--- config.mk ---
export PLATFORM = sky130hd
export DESIGN_NAME = usbtx_framer
export DESIGN_NICKNAME = d
export VERILOG_FILES = /design/src/rtl/usbtx_pkg.sv /design/src/rtl/usbtx_gap_timer.sv /design/src/rtl/usbtx_test_pattern.sv /design/src/rtl/usbtx_sequencer.sv /design/src/rtl/usbtx_nrzi_encoder.sv /design/src/rtl/usbtx_framer.sv
export SDC_FILE = /design/constraint.sdc
export NUM_CORES = 1
export LEC_CHECK = 0
export ABC_CLOCK_PERIOD_IN_PS = 2100
export BUFFER_PORTS_ARGS = -buffer_cell sky130_fd_sc_hd__buf_2
export CAP_MARGIN = 20
export CORE_AREA = 2 2 66 68
export DETAILED_ROUTE_END_ITERATION = 8
export DIE_AREA = 0 0 68 70
export PLACE_DENSITY = 0.85
export SETUP_SLACK_MARGIN = 0.5
export SLEW_MARGIN = 25
export SYNTH_ARGS = -nofsm -noshare
export SYNTH_HDL_FRONTEND = slang
export SYNTH_SLANG_ARGS = --single-unit
--- constraint.sdc ---
create_clock -name clk -period 2.1 [get_ports clk]
set_input_delay 0.21 -clock clk [delete_from_list [all_inputs] [get_ports clk]]
set_output_delay 0.21 -clock clk [all_outputs]
set_load 0.01 [all_outputs]
--- src/rtl/usbtx_pkg.sv ---
package usbtx_pkg;

  typedef enum logic [2:0] {
    MODE_NORMAL   = 3'd0,
    MODE_SE0_NAK  = 3'd1,
    MODE_TEST_J   = 3'd2,
    MODE_TEST_K   = 3'd3,
    MODE_TEST_PKT = 3'd4
  } tx_mode_e;

  typedef enum logic [1:0] {
    SQ_IDLE,
    SQ_SYNC,
    SQ_DATA,
    SQ_EOP
  } seq_state_e;

  localparam int SYNC_BITS = 32;

endpackage

--- src/rtl/usbtx_gap_timer.sv ---
module usbtx_gap_timer #(
  parameter int GAP_MIN = 8
) (
  input  logic clk,
  input  logic rst,
  input  logic restart_i,
  output logic gap_ok_o
);
  localparam int CW = $clog2(GAP_MIN + 1);
  localparam logic [CW-1:0] CMAX = CW'(GAP_MIN);

  logic [CW-1:0] cnt_q;

  // Saturating idle counter: restarts on a received packet end
  // or on the end of a looped test packet.
  always_ff @(posedge clk) begin
    if (rst)                cnt_q <= CMAX;
    else if (restart_i)     cnt_q <= '0;
    else if (cnt_q != CMAX) cnt_q <= cnt_q + 1'b1;
  end

  assign gap_ok_o = (cnt_q == CMAX) && !restart_i;

endmodule

--- src/rtl/usbtx_test_pattern.sv ---
module usbtx_test_pattern #(
  parameter int TP_BYTES = 16,
  localparam int TPW = (TP_BYTES > 2) ? $clog2(TP_BYTES) : 1
) (
  input  logic [TPW-1:0] idx_i,
  output logic [7:0]     byte_o,
  output logic           last_o
);
  // Computed test payload: byte k = 8'hA5 ^ k
  assign byte_o = 8'hA5 ^ 8'(idx_i);
  assign last_o = (idx_i == TPW'(TP_BYTES - 1));

endmodule

--- src/rtl/usbtx_sequencer.sv ---
module usbtx_sequencer
  import usbtx_pkg::*;
#(
  parameter int EOP_BITS     = 8,
  parameter int SOF_EOP_BITS = 40,
  parameter int TP_BYTES     = 16
) (
  input  logic       clk,
  input  logic       rst,
  input  logic       hold_i,
  input  logic       test_pkt_i,
  input  logic       start_i,
  input  logic       sof_i,
  input  logic [7:0] data_i,
  input  logic       last_i,
  input  logic       gap_ok_i,
  input  logic       adv_i,
  output logic       bit_o,
  output logic       valid_o,
  output logic       stuff_en_o,
  output logic       next_o,
  output logic       gap_kick_o
);
  localparam int MAXB = (SOF_EOP_BITS > SYNC_BITS) ?
                        ((SOF_EOP_BITS > EOP_BITS) ? SOF_EOP_BITS : EOP_BITS) :
                        ((SYNC_BITS > EOP_BITS) ? SYNC_BITS : EOP_BITS);
  localparam int CW  = $clog2(MAXB);
  localparam int TPW = (TP_BYTES > 2) ? $clog2(TP_BYTES) : 1;
  localparam logic [CW-1:0] SYNC_END = CW'(SYNC_BITS - 1);
  localparam logic [CW-1:0] EOP_END  = CW'(EOP_BITS - 1);
  localparam logic [CW-1:0] SOF_END  = CW'(SOF_EOP_BITS - 1);

  seq_state_e     state_q;
  logic [CW-1:0]  cnt_q;
  logic [7:0]     shreg_q;
  logic           last_q, sof_q, tsrc_q, pend_q, pend_sof_q, next_q;
  logic [TPW-1:0] tp_idx_q;

  logic [7:0] tp_byte;
  logic       tp_last;

  usbtx_test_pattern #(.TP_BYTES(TP_BYTES)) u_tp (
    .idx_i (tp_idx_q),
    .byte_o(tp_byte),
    .last_o(tp_last)
  );

  logic [7:0] src_byte;
  logic       src_last, go, load, eop_last, done;

  assign src_byte = tsrc_q ? tp_byte : data_i;
  assign src_last = tsrc_q ? tp_last : last_i;
  assign go       = (state_q == SQ_IDLE) && !hold_i && gap_ok_i &&
                    (test_pkt_i || start_i || pend_q);
  assign eop_last = (cnt_q == (sof_q ? SOF_END : EOP_END));
  // Byte taken at preamble end or at end of a non-final byte
  assign load     = adv_i && (((state_q == SQ_SYNC) && (cnt_q == SYNC_END)) ||
                              ((state_q == SQ_DATA) && (cnt_q == 3'd7) && !last_q));
  assign done     = adv_i && (state_q == SQ_EOP) && eop_last;

  always_ff @(posedge clk) begin
    if (rst) begin
      state_q    <= SQ_IDLE;
      cnt_q      <= '0;
      shreg_q    <= '0;
      last_q     <= 1'b0;
      sof_q      <= 1'b0;
      tsrc_q     <= 1'b0;
      pend_q     <= 1'b0;
      pend_sof_q <= 1'b0;
      next_q     <= 1'b0;
      tp_idx_q   <= '0;
    end else begin
      next_q <= load && !tsrc_q;

      if (hold_i || test_pkt_i) begin
        pend_q <= 1'b0;
      end else if (go) begin
        pend_q <= 1'b0;
      end else if (start_i) begin
        pend_q     <= 1'b1;
        pend_sof_q <= sof_i;
      end

      if (hold_i) begin
        state_q <= SQ_IDLE;
        cnt_q   <= '0;
      end else begin
        unique case (state_q)
          SQ_IDLE: if (go) begin
            state_q  <= SQ_SYNC;
            cnt_q    <= '0;
            tsrc_q   <= test_pkt_i;
            tp_idx_q <= '0;
            sof_q    <= !test_pkt_i && (pend_q ? pend_sof_q : sof_i);
          end
          SQ_SYNC: if (adv_i) begin
            if (cnt_q == SYNC_END) begin
              state_q  <= SQ_DATA;
              cnt_q    <= '0;
              shreg_q  <= src_byte;
              last_q   <= src_last;
              tp_idx_q <= tp_idx_q + 1'b1;
            end else begin
              cnt_q <= cnt_q + 1'b1;
            end
          end
          SQ_DATA: if (adv_i) begin
            if (cnt_q == 3'd7) begin
              cnt_q <= '0;
              if (last_q) begin
                state_q <= SQ_EOP;
              end else begin
                shreg_q  <= src_byte;
                last_q   <= src_last;
                tp_idx_q <= tp_idx_q + 1'b1;
              end
            end else begin
              shreg_q <= {1'b0, shreg_q[7:1]};
              cnt_q   <= cnt_q + 1'b1;
            end
          end
          SQ_EOP: if (adv_i) begin
            if (eop_last) begin
              state_q <= SQ_IDLE;
              cnt_q   <= '0;
            end else begin
              cnt_q <= cnt_q + 1'b1;
            end
          end
          default: state_q <= SQ_IDLE;
        endcase
      end
    end
  end

  always_comb begin
    unique case (state_q)
      SQ_SYNC: bit_o = (cnt_q == SYNC_END);  // 31 zeros then a one
      SQ_DATA: bit_o = shreg_q[0];           // LSB first
      SQ_EOP:  bit_o = 1'b1;                 // unchanged level
      default: bit_o = 1'b0;
    endcase
  end

  assign valid_o    = (state_q != SQ_IDLE);
  assign stuff_en_o = (state_q != SQ_EOP);
  assign next_o     = next_q;
  assign gap_kick_o = done && tsrc_q;

endmodule

--- src/rtl/usbtx_nrzi_encoder.sv ---
module usbtx_nrzi_encoder #(
  parameter int STUFF_RUN = 6
) (
  input  logic clk,
  input  logic rst,
  input  logic force_j_i,
  input  logic force_k_i,
  input  logic valid_i,
  input  logic bit_i,
  input  logic stuff_en_i,
  output logic adv_o,
  output logic line_k_o,
  output logic line_oe_o
);
  localparam int SW = $clog2(STUFF_RUN + 1);
  localparam logic [SW-1:0] RUN = SW'(STUFF_RUN);

  logic [SW-1:0] ones_q;
  logic          k_q, oe_q, stuff_now;

  // A pending stuff bit is inserted before whatever bit comes next
  assign stuff_now = valid_i && (ones_q == RUN);
  assign adv_o     = valid_i && !stuff_now && !force_j_i && !force_k_i;

  always_ff @(posedge clk) begin
    if (rst) begin
      k_q    <= 1'b0;
      oe_q   <= 1'b0;
      ones_q <= '0;
    end else if (force_j_i || force_k_i) begin
      oe_q   <= 1'b1;
      k_q    <= force_k_i;
      ones_q <= '0;
    end else if (!valid_i) begin
      oe_q   <= 1'b0;
      k_q    <= 1'b0;   // idle, J reference for the next preamble
      ones_q <= '0;
    end else begin
      oe_q <= 1'b1;
      if (stuff_now || !bit_i) begin
        k_q    <= ~k_q;
        ones_q <= '0;
      end else if (stuff_en_i) begin
        ones_q <= ones_q + 1'b1;
      end
    end
  end

  assign line_k_o  = k_q;
  assign line_oe_o = oe_q;

endmodule

--- src/rtl/usbtx_framer.sv ---
module usbtx_framer
  import usbtx_pkg::*;
#(
  parameter int GAP_MIN      = 8,
  parameter int EOP_BITS     = 8,
  parameter int SOF_EOP_BITS = 40,
  parameter int STUFF_RUN    = 6,
  parameter int TP_BYTES     = 16
) (
  input  logic       clk,
  input  logic       rst,
  input  logic [2:0] mode_i,
  input  logic       rx_end_i,
  input  logic       tx_start_i,
  input  logic       tx_sof_i,
  input  logic [7:0] tx_data_i,
  input  logic       tx_last_i,
  output logic       tx_next_o,
  output logic       line_k_o,
  output logic       line_oe_o
);
  tx_mode_e mode;
  assign mode = tx_mode_e'(mode_i);

  logic force_j, force_k, test_pkt, hold;
  assign force_j  = (mode == MODE_TEST_J);
  assign force_k  = (mode == MODE_TEST_K);
  assign test_pkt = (mode == MODE_TEST_PKT);
  assign hold     = force_j || force_k;

  logic gap_ok, gap_kick, adv, seq_bit, seq_valid, seq_stuff_en;

  usbtx_gap_timer #(.GAP_MIN(GAP_MIN)) u_gap (
    .clk      (clk),
    .rst      (rst),
    .restart_i(rx_end_i || gap_kick),
    .gap_ok_o (gap_ok)
  );

  usbtx_sequencer #(
    .EOP_BITS    (EOP_BITS),
    .SOF_EOP_BITS(SOF_EOP_BITS),
    .TP_BYTES    (TP_BYTES)
  ) u_seq (
    .clk       (clk),
    .rst       (rst),
    .hold_i    (hold),
    .test_pkt_i(test_pkt),
    .start_i   (tx_start_i),
    .sof_i     (tx_sof_i),
    .data_i    (tx_data_i),
    .last_i    (tx_last_i),
    .gap_ok_i  (gap_ok),
    .adv_i     (adv),
    .bit_o     (seq_bit),
    .valid_o   (seq_valid),
    .stuff_en_o(seq_stuff_en),
    .next_o    (tx_next_o),
    .gap_kick_o(gap_kick)
  );

  usbtx_nrzi_encoder #(.STUFF_RUN(STUFF_RUN)) u_enc (
    .clk       (clk),
    .rst       (rst),
    .force_j_i (force_j),
    .force_k_i (force_k),
    .valid_i   (seq_valid),
    .bit_i     (seq_bit),
    .stuff_en_i(seq_stuff_en),
    .adv_o     (adv),
    .line_k_o  (line_k_o),
    .line_oe_o (line_oe_o)
  );

endmodule

==> qor.csv, run 1 <==
stage;metric;value;unit
outcome;status;complete, no violations;
synth;Synth Warn #;0;
synth;Post-synth EDFFs;0;
clock_tree;Sink Count;35;
setup_path;Buf/Inv on CP;2;
clock_tree;clk buf depth;2;
setup_path;Crit-path slowest cell;or3_4;
clock_tree;worst-skew pair later-pin latency;290;ps
timing;Final Max Slew Viols;0;
synth;Primary FF master, synth;dfxtp_1;
synth;post-synth top area cell;dfxtp_1;
synth;area share of the largest cell type after synthesis;33.8;%
clock_tree;Hold Buf Count CTS;0;
routing;drt total wl;7350;um
global_route;largest net degree at the start of global routing;28;
flow_run;maxcap violations;0;
timing;RSZ-0062 raised after global routing;true;
synth;library cells used by synthesis;50;
setup_path;worst-path cell chain;inv_4 > ha_4 > or3_4 > buf_6 > a2111oi_4 > mux2i_1 > nor2_1;
global_route;first-pass GRT wire length;10000;um
synth;asr flop ratio synth;0;%
clock_tree;Root Driver;clkbuf_8;
timing;period utilization;98.4;%
die;initial core utilization;50.0;%
setup_path;WS Path Type;reg -> reg;
synth;count leader, synth;dfxtp_1;
routing;WL per Instance;21.4;um
die;core area;0.00414;sq mm
setup_path;Crit Path Max Fanout;4;
die;Die Y;70;um
finish;P&R area growth vs syn;39.2;%
die;row count;24;
setup_path;required time of the critical path;2260;ps
power_and_ir_drop;leak pwr;0.00105;uW
synth;Syn Std Cell Area;0.00207;sq mm
hold_path;class of the worst hold path;in -> reg;
synth;Mean Syn Cell Area;8.42;sq um
routing;vias after detailed routing;2277;
routing;vias per cell;6.64;
routing;antenna viol nets, final;0;
power_and_ir_drop;Overall Power;1940;uW
global_route;vias in the first global route;2150;
finish;Fillers;257;
timing;max_slew headroom;46.6;%
synth;Synth Register Bits;35;
finish;Nets;318;
place;gp weighted congestion;0.986;
synth;Synth Instances;246;
setup_path;Startpoint Class;flip-flop;
finish;fraction of layout cells with a size suffix above 1;38.8;%
synth;Synth area leaders;dfxtp_1 34%, ha_1 6.6%, a21oi_1 4.4%, mux2i_1 4.4%, nor2_1 4.0%;
power_and_ir_drop;Peak VDD IR;518;uV
power_and_ir_drop;PD cells;675;mW/mm^2
synth;Mapped Nets;274;
setup_path;CP endpoint kind;flip-flop;
die;Die ar.;0.00476;sq mm
timing;FMAX;484;MHz
place;number of port buffers;19;
synth;register area share after synthesis;33.8;%
global_route;Remaining Overflow, GRT;0;
timing;Final Setup Violations;0;
timing;hold_ws;147;ps
setup_path;slowest stage delay, CP;410;ps
routing;number of DRC markers in iteration 0;157;
finish;Core Util, Final;69.5;%
timing;final setup skew;8.96;ps
routing;First-pass DRT Iterations;5;
clock_tree;TritonCTS clock tree;done;
timing;Hold Fails Final Rpt;0;
routing;# DRC;0;
finish;Antenna Cells;0;
global_route;GRT Total Usage;27.4;%
global_route;initial antenna violation count;0;
timing;Least-Margin Pin Slew;799;ps
synth;Post-synth top cells;35 x dfxtp_1, 22 x nor2_1, 18 x a21oi_1;
die;IO Pins;20;
clock_tree;clk slew on worst S/H paths;70;ps
timing;Final TNS setup;0;ps
place;DP Wirelength;3450;um
clock_tree;H-tree Lvls;2;
setup_path;Top delay family on crit path;simple AND/OR/NAND/NOR gates;
setup_path;Worst Path Arrival;2230;ps
die;chip width;68;um
place;DP Worst Slack;53.9;ps
clock_tree;Num CTS Buffers;5;
timing;Final min period;2070;ps
timing;setup ws final;33.5;ps
## routing by layer
metal | vias to the layer above | wire [um] | GRT usage, %
li1 | 1001 | - | -
met5 | - | 0 | 0
met1 | 1080 | 2810 | 32.5
met2 | 149 | 3590 | 45.8
met3 | 47 | 595 | 5.48
met4 | 0 | 363 | 13.3
## final timing paths
path	slack, ps	end	start	depth (start not counted)
setup reg to reg	30	u_seq.last_q$_SDFFE_PP0P_	u_seq.state_q[0]$_SDFFE_PP0P_	7
hold reg to reg	480	u_seq.shreg_q[3]$_SDFFE_PP0P_	u_seq.shreg_q[3]$_SDFFE_PP0P_	2
setup / recovery	30	u_seq.last_q$_SDFFE_PP0P_	u_seq.state_q[0]$_SDFFE_PP0P_	7
hold / removal	150	u_gap.cnt_q[0]$_SDFFE_PP0N_	rx_end_i	2
## placed cells by master, fill, tap and decap left out, types with 5 or more instances in the layout
cell      instances
dfxtp_1          27
inv_1             8
ha_4              5
nand2_1          13
buf_2            19
nand2b_1          8
nor2_1           21
ha_1              6
nor3_1            5
o211ai_1          7
buf_6             9
nand3_1           8
a21oi_1          14
mux2i_1           9
clkbuf_8          7
buf_4            22
## flip-flops by register name, summed over array words and instances, names as in the netlist, 2 cells and up
signal / cells
u_seq.state_q: 2
u_enc.ones_q: 3
u_gap.cnt_q: 4
u_seq.cnt_q: 6
u_seq.shreg_q: 8
u_seq.tp_idx_q: 4
## power by group
group          total [uW]  internal, uW  switching, uW  leakage [uW]
Combinational         665           299            366      0.000708
Sequential            736           697           39.1      0.000289
Clock                 542           299            243     0.0000515
## stage by stage
| step | area, sq um | instances |
|---|---|---|
| finish | 2880 | 343 |
| global route | 2880 | 343 |
| CTS | 2640 | 334 |
| detailed placement | 2310 | 317 |
| global placement | 2310 | 317 |
| floorplan | 2120 | 246 |
## cells by family (layout without fill, tap and decap cells)
kind of cell / Yosys count / in the layout / synth area share [%]
mux: 10 / 10 / 4.89
simple gates: 97 / 97 / 25.0
compound gates: 63 / 63 / 22.4
xor+xnor: 6 / 6 / 2.54
buf+inv: 24 / 69 / 4.71
fa+ha+maj: 11 / 11 / 6.65
flops: 35 / 35 / 33.8
## worst register-to-register path, delay by kind of cell, from the launching register on
kind,cells,cell delay [ps]
flops,1,400
simple gates,2,490
mux,1,340
buf+inv,2,210
compound gates,1,310
fa+ha+maj,1,190
## timing repair
action                     in CTS  in global routing
buffers inserted                8                  8
gates cloned                    1                  1
hold endpoints to repair        0                  0
pin swaps                      19                 19
setup endpoints to repair      33                 34
resized for setup              36                 40
## layout make-up
cell class	count	area (sq um)	share of cell area, %
Tap cell	52	65.1	2.26
Clock buffer	8	100	3.47
Timing Repair Buffer	50	362	12.5
Sequential cell	35	721	25.0
Inverter	11	48.8	1.69
Multi-Input combinational cell	187	1590	55.0
Note: power is estimated with default switching activity, not from simulation.
==> inputs of run 2 (changes only) <==
--- a/config.mk
+++ b/config.mk
@@ -8,10 +8,11 @@
 export ABC_CLOCK_PERIOD_IN_PS = 2100
 export BUFFER_PORTS_ARGS = -buffer_cell sky130_fd_sc_hd__buf_2
 export CAP_MARGIN = 20
-export CORE_AREA = 2 2 66 68
+export CORE_AREA = 2 2 84 54
 export DETAILED_ROUTE_END_ITERATION = 8
-export DIE_AREA = 0 0 68 70
-export PLACE_DENSITY = 0.85
+export DIE_AREA = 0 0 86 56
+export MAX_ROUTING_LAYER = met4
+export PLACE_DENSITY = 0.86
 export SETUP_SLACK_MARGIN = 0.5
 export SLEW_MARGIN = 25
 export SYNTH_ARGS = -nofsm -noshare
==> qor.csv, run 2 (synthesis gave the netlist of run 1 again) <==
stage;metric;value;unit
clock_tree;Hold Buf Count CTS;0;
clock_tree;Num CTS Buffers;5;
power_and_ir_drop;leak pwr;0.00111;uW
setup_path;required time of the critical path;2270;ps
setup_path;CP endpoint kind;flip-flop;
outcome;status;complete, but fails checks;
routing;antenna viol nets, final;0;
power_and_ir_drop;Overall Power;2070;uW
global_route;Remaining Overflow, GRT;0;
finish;P&R area growth vs syn;42.1;%
global_route;met1 Use GR;42.9;%
die;core area;0.00399;sq mm
global_route;met3 usage;6.82;%
place;dpl cell area;0.00237;sq mm
finish;Fillers;218;
timing;Final Setup Violations;3;
setup_path;Reg2Reg Depth;7;
routing;First-pass DRT Iterations;5;
global_route;vias in the first global route;2195;
global_route;initial antenna violation count;0;
timing;Final min period;2120;ps
setup_path;Crit-path slowest cell;a2111oi_4;
die;row count;18;
timing;FMAX;472;MHz
die;IO Pins;20;
outcome;violated checks;setup timing;
timing;setup ws final;-16.6;ps
setup_path;Buf/Inv on CP;2;
place;number of port buffers;19;
setup_path;RR Startpoint;u_seq.state_q[1]$_SDFFE_PP0P_;
clock_tree;TritonCTS clock tree;done;
setup_path;WS Path Type;reg -> reg;
setup_path;R2R setup slack;-20;ps
power_and_ir_drop;Peak VDD IR;486;uV
setup_path;Startpoint Class;flip-flop;
clock_tree;Root Driver;clkbuf_8;
routing;drt total wl;7680;um
finish;Biggest register;u_seq.shreg_q;
setup_path;Crit path depth;7;
setup_path;Crit Path Max Fanout;8;
clock_tree;clk buf depth;2;
finish;commonest non-fill, non-tap cell in the layout;buf_4;
routing;WL per Instance;21.9;um
setup_path;slowest stage delay, CP;480;ps
setup_path;worst-path cell chain;inv_6 > ha_4 > or3_4 > a2111oi_4 > buf_4 > nand2b_4 > a21oi_1;
timing;final setup skew;11.5;ps
clock_tree;H-tree Lvls;2;
clock_tree;worst-skew pair later-pin latency;300;ps
timing;Final Max Slew Viols;0;
finish;area of the multi-input gates;0.00155;sq mm
routing;vias per cell;6.85;
global_route;first-pass GRT wire length;11500;um
timing;max_slew headroom;40.4;%
die;initial core utilization;51.9;%
hold_path;worst hold path depth;2;
timing;Hold Fails Final Rpt;0;
flow_run;maxcap violations;0;
hold_path;class of the worst hold path;in -> reg;
global_route;largest net degree at the start of global routing;28;
global_route;Global Route met2 Usage;46.1;%
die;Die ar.;0.00482;sq mm
finish;Nets;327;
timing;Least-Margin Pin Slew;891;ps
setup_path;Top delay family on crit path;simple AND/OR/NAND/NOR gates;
clock_tree;clk slew on worst S/H paths;80;ps
finish;Antenna Cells;0;
timing;RSZ-0062 raised after global routing;true;
timing;period utilization;101;%
finish;max FFs per register;8;
global_route;busiest grt layer;met2;
routing;number of DRC markers in iteration 0;422;
power_and_ir_drop;PD cells;705;mW/mm^2
hold_path;HP Start;rx_end_i;
die;chip width;86;um
routing;vias after detailed routing;2398;
place;DP Wirelength;4010;um
finish;fraction of layout cells with a size suffix above 1;38.3;%
finish;Final Cell Area;0.00294;sq mm
setup_path;CP startpoint;u_seq.state_q[1]$_SDFFE_PP0P_;
finish;most frequent cells in the layout;31 x buf_4, 27 x dfxtp_1, 21 x nor2_1, 19 x buf_2, 17 x a21oi_1;
die;Die Y;56;um
setup_path;Worst Path Arrival;2280;ps
finish;Reg area;718;sq um
place;gp weighted congestion;1.01;
finish;Top Registers;u_seq.shreg_q (8), u_seq.cnt_q (6);
global_route;GRT Total Usage;32.0;%
clock_tree;Sink Count;35;
routing;# DRC;0;
==> run 2: final timing paths <==
path	to
max	u_seq.shreg_q[5]$_SDFFE_PP0P_
max reg2reg	u_seq.shreg_q[5]$_SDFFE_PP0P_
min reg2reg	u_seq.shreg_q[3]$_SDFFE_PP0P_
min	u_gap.cnt_q[0]$_SDFFE_PP0N_
==> run 2: layout make-up <==
type	count	share of cell area, %
inverter	11	1.74
multi-input combinational	187	52.6
clock inverter	2	1.32
clock buffer	6	2.81
timing repair buffer	59	15.0
tap	50	2.13
sequential	35	24.4
==> run 2: per-layer routing <==
metal | up-vias | wire (um)
li1 | 1017 | -
met1 | 1109 | 3110
met2 | 210 | 3260
met3 | 62 | 853
met4 | 0 | 451
met5 | - | 0
==> run 2: per-stage QoR <==
| stage | TNS (ps) | setup WS (ps) | util, % | hold slack (ps) | std cells |
|---|---|---|---|---|---|
| 2_1_floorplan | 0 | 102 | - | 285 | 246 |
| 3_3_place_gp | 0 | 91.5 | 59.5 | 460 | 322 |
| 3_5_place_dp | 0 | 44.3 | 59.5 | 463 | 322 |
| 4_1_cts | 0 | 177 | 70.2 | 147 | 345 |
| 5_1_grt | -53.8 | -18.7 | 73.8 | 162 | 350 |
| 6_report | -25.5 | -16.6 | 73.8 | 153 | 350 |
==> run 2: report_power, final <==
part           internal, uW  switching [uW]
clock                   391             275
combinational           297             374
sequential              698            37.8
total                  1390             687
==> run 2: what timing repair did <==
action | 4_1_cts | 5_1_grt
resized for setup | 47 | 22
gates cloned | 1 | 0
pin swaps | 19 | 13
setup buffers | 14 | 5
setup endpoints to repair | 33 | 34
==> inputs of run 3 (changes only) <==
--- a/config.mk
+++ b/config.mk
@@ -5,7 +5,7 @@
 export SDC_FILE = /design/constraint.sdc
 export NUM_CORES = 1
 export LEC_CHECK = 0
-export ABC_CLOCK_PERIOD_IN_PS = 2100
+export ABC_CLOCK_PERIOD_IN_PS = 1900
 export BUFFER_PORTS_ARGS = -buffer_cell sky130_fd_sc_hd__buf_2
 export CAP_MARGIN = 20
 export CORE_AREA = 2 2 84 54
==> constraint.sdc (replaced) <==
create_clock -name clk -period 1.9 [get_ports clk]
set_input_delay 0.19 -clock clk [delete_from_list [all_inputs] [get_ports clk]]
set_output_delay 0.19 -clock clk [all_outputs]
set_load 0.01 [all_outputs]
==> qor.csv, run 3 (synthesis gave the netlist of run 1 again) <==
stage;metric;value;unit
outcome;status;complete, but fails checks;
outcome;violated checks;setup timing;
setup_path;most numerous cell on the critical path;buf_6;
finish;Reg area;713;sq um
timing;Final Max Slew Viols;0;
clock_tree;Hold Buf Count CTS;0;
clock_tree;TritonCTS clock tree;done;
place;DP Wirelength;4250;um
timing;Hold Fails Final Rpt;0;
finish;fraction of layout cells with a size suffix above 1;49.8;%
clock_tree;clk buf depth;2;
finish;P&R area growth vs syn;61.8;%
routing;drt total wl;8370;um
finish;Biggest register;u_seq.shreg_q;
routing;First-pass DRT Iterations;5;
die;core area;0.00399;sq mm
routing;antenna viol nets, final;0;
setup_path;WS Path Type;reg -> reg;
hold_path;worst hold path depth;2;
die;initial core utilization;51.9;%
timing;final setup skew;11.2;ps
setup_path;Reg2Reg Depth;9;
power_and_ir_drop;leak pwr;0.00127;uW
finish;Top Registers;u_seq.shreg_q (8), u_seq.cnt_q (6);
finish;Fillers;187;
setup_path;slowest stage delay, CP;380;ps
routing;WL per Instance;22.2;um
setup_path;Worst Path Arrival;2210;ps
die;Die ar.;0.00482;sq mm
timing;max_slew headroom;42.3;%
setup_path;Startpoint Class;flip-flop;
routing;number of DRC markers in iteration 0;278;
die;Die Y;56;um
clock_tree;worst-skew pair later-pin latency;300;ps
clock_tree;Root Driver;clkbuf_8;
setup_path;CP startpoint;u_seq.cnt_q[0]$_SDFFE_PP0P_;
place;DP Worst Slack;-113;ps
global_route;vias in the first global route;2411;
die;chip width;86;um
setup_path;CP endpoint kind;flip-flop;
clock_tree;clk slew on worst S/H paths;80;ps
finish;max FFs per register;8;
hold_path;HP Start;rx_end_i;
finish;commonest non-fill, non-tap cell in the layout;buf_4;
timing;Final min period;1990;ps
routing;vias after detailed routing;2484;
place;gp weighted congestion;0.946;
timing;hold_ws;144;ps
flow_run;maxcap violations;0;
timing;FMAX;502;MHz
power_and_ir_drop;PD cells;724;mW/mm^2
hold_path;class of the worst hold path;in -> reg;
global_route;Remaining Overflow, GRT;0;
setup_path;worst-path cell chain;ha_4 > nand3b_1 > buf_6 > buf_6 > nor4_4 > a2111oi_4 > buf_6 > o211ai_1 > a21oi_1;
global_route;largest net degree at the start of global routing;28;
power_and_ir_drop;Overall Power;2430;uW
power_and_ir_drop;Peak VDD IR;506;uV
die;IO Pins;20;
timing;Least-Margin Pin Slew;863;ps
routing;vias per cell;6.59;
global_route;first-pass GRT wire length;11900;um
finish;Nets;354;
routing;# DRC;0;
timing;setup ws final;-91.8;ps
finish;area of the multi-input gates;0.00172;sq mm
clock_tree;Num CTS Buffers;5;
setup_path;Crit-path slowest cell;a2111oi_4;
setup_path;required time of the critical path;2120;ps
clock_tree;H-tree Lvls;2;
global_route;GRT Total Usage;32.4;%
finish;most frequent cells in the layout;42 x buf_4, 29 x dfxtp_1, 25 x buf_6, 19 x nor2_1, 19 x buf_2;
setup_path;RR Startpoint;u_seq.cnt_q[0]$_SDFFE_PP0P_;
place;number of port buffers;19;
timing;period utilization;105;%
timing;RSZ-0062 raised after global routing;true;
finish;Antenna Cells;0;
die;row count;18;
global_route;initial antenna violation count;0;
setup_path;Crit Path Max Fanout;8;
clock_tree;Sink Count;35;
timing;Final Setup Violations;12;
run 3: cell count changes in the layout (fill, tap and decap cells not counted), sizes merged:
cell,delta
buf,+27
clkinv,+1
clkbuf,-1
run 3: final cells by class:
cell class              count  area share [%]
clock inverters             3            1.42
well taps                  50            1.87
inverters                  11            1.46
flip-flops and latches     35            21.3
clock buffers               5            2.05
multi-input cells         187            51.3
repair buffers             86            20.6
run 3: critical path: cells and delay by family (launching register included):
family	cells	cell delay [ps]
flops	1	340
fa+ha+maj	1	160
buf+inv	3	440
compound gates	3	740
simple gates	2	230
run 3: power by group:
group / switching (uW) / internal, uW
logic: 467 / 444
registers: 38.5 / 772
clock network: 307 / 398
run 3: what timing repair did:
item	CTS	global route
resized for setup	67	46
buffers inserted	9	15
pin swaps	29	36
endpoints found under the setup margin	34	34
endpoints found under the hold margin	0	0
cloned	2	0
run 3: path summary, 6_finish.rpt:
path	slack, ps	to
worst max-delay path	-90	u_seq.shreg_q[0]$_SDFFE_PP0P_
worst min-delay path	140	u_gap.cnt_q[1]$_SDFFE_PP0N_
worst max register to register	-90	u_seq.shreg_q[0]$_SDFFE_PP0P_
worst min register to register	500	u_seq.shreg_q[5]$_SDFFE_PP0P_
run 3: routing by layer:
layer | wire [um] | track usage [%] | vias to the layer above
met2 | 4040 | 51.6 | 161
met4 | 340 | 13.4 | 0
met1 | 3350 | 39.0 | 1201
met5 | 0 | - | -
met3 | 634 | 8.31 | 48
li1 | - | - | 1074
run 3: per-stage QoR:
| step | setup TNS [ps] | instances | area, sq um | utilization [%] |
|---|---|---|---|---|
| 5_1_grt | -1560 | 377 | 3350 | 84.1 |
| 4_1_cts | -150 | 362 | 3030 | 75.9 |
| 3_3_place_gp | -444 | 343 | 2520 | 63.2 |
| 6_report | -556 | 377 | 3350 | 84.1 |
| 3_5_place_dp | -857 | 343 | 2520 | 63.2 |
| 2_1_floorplan | -1040 | 246 | 2120 | - |
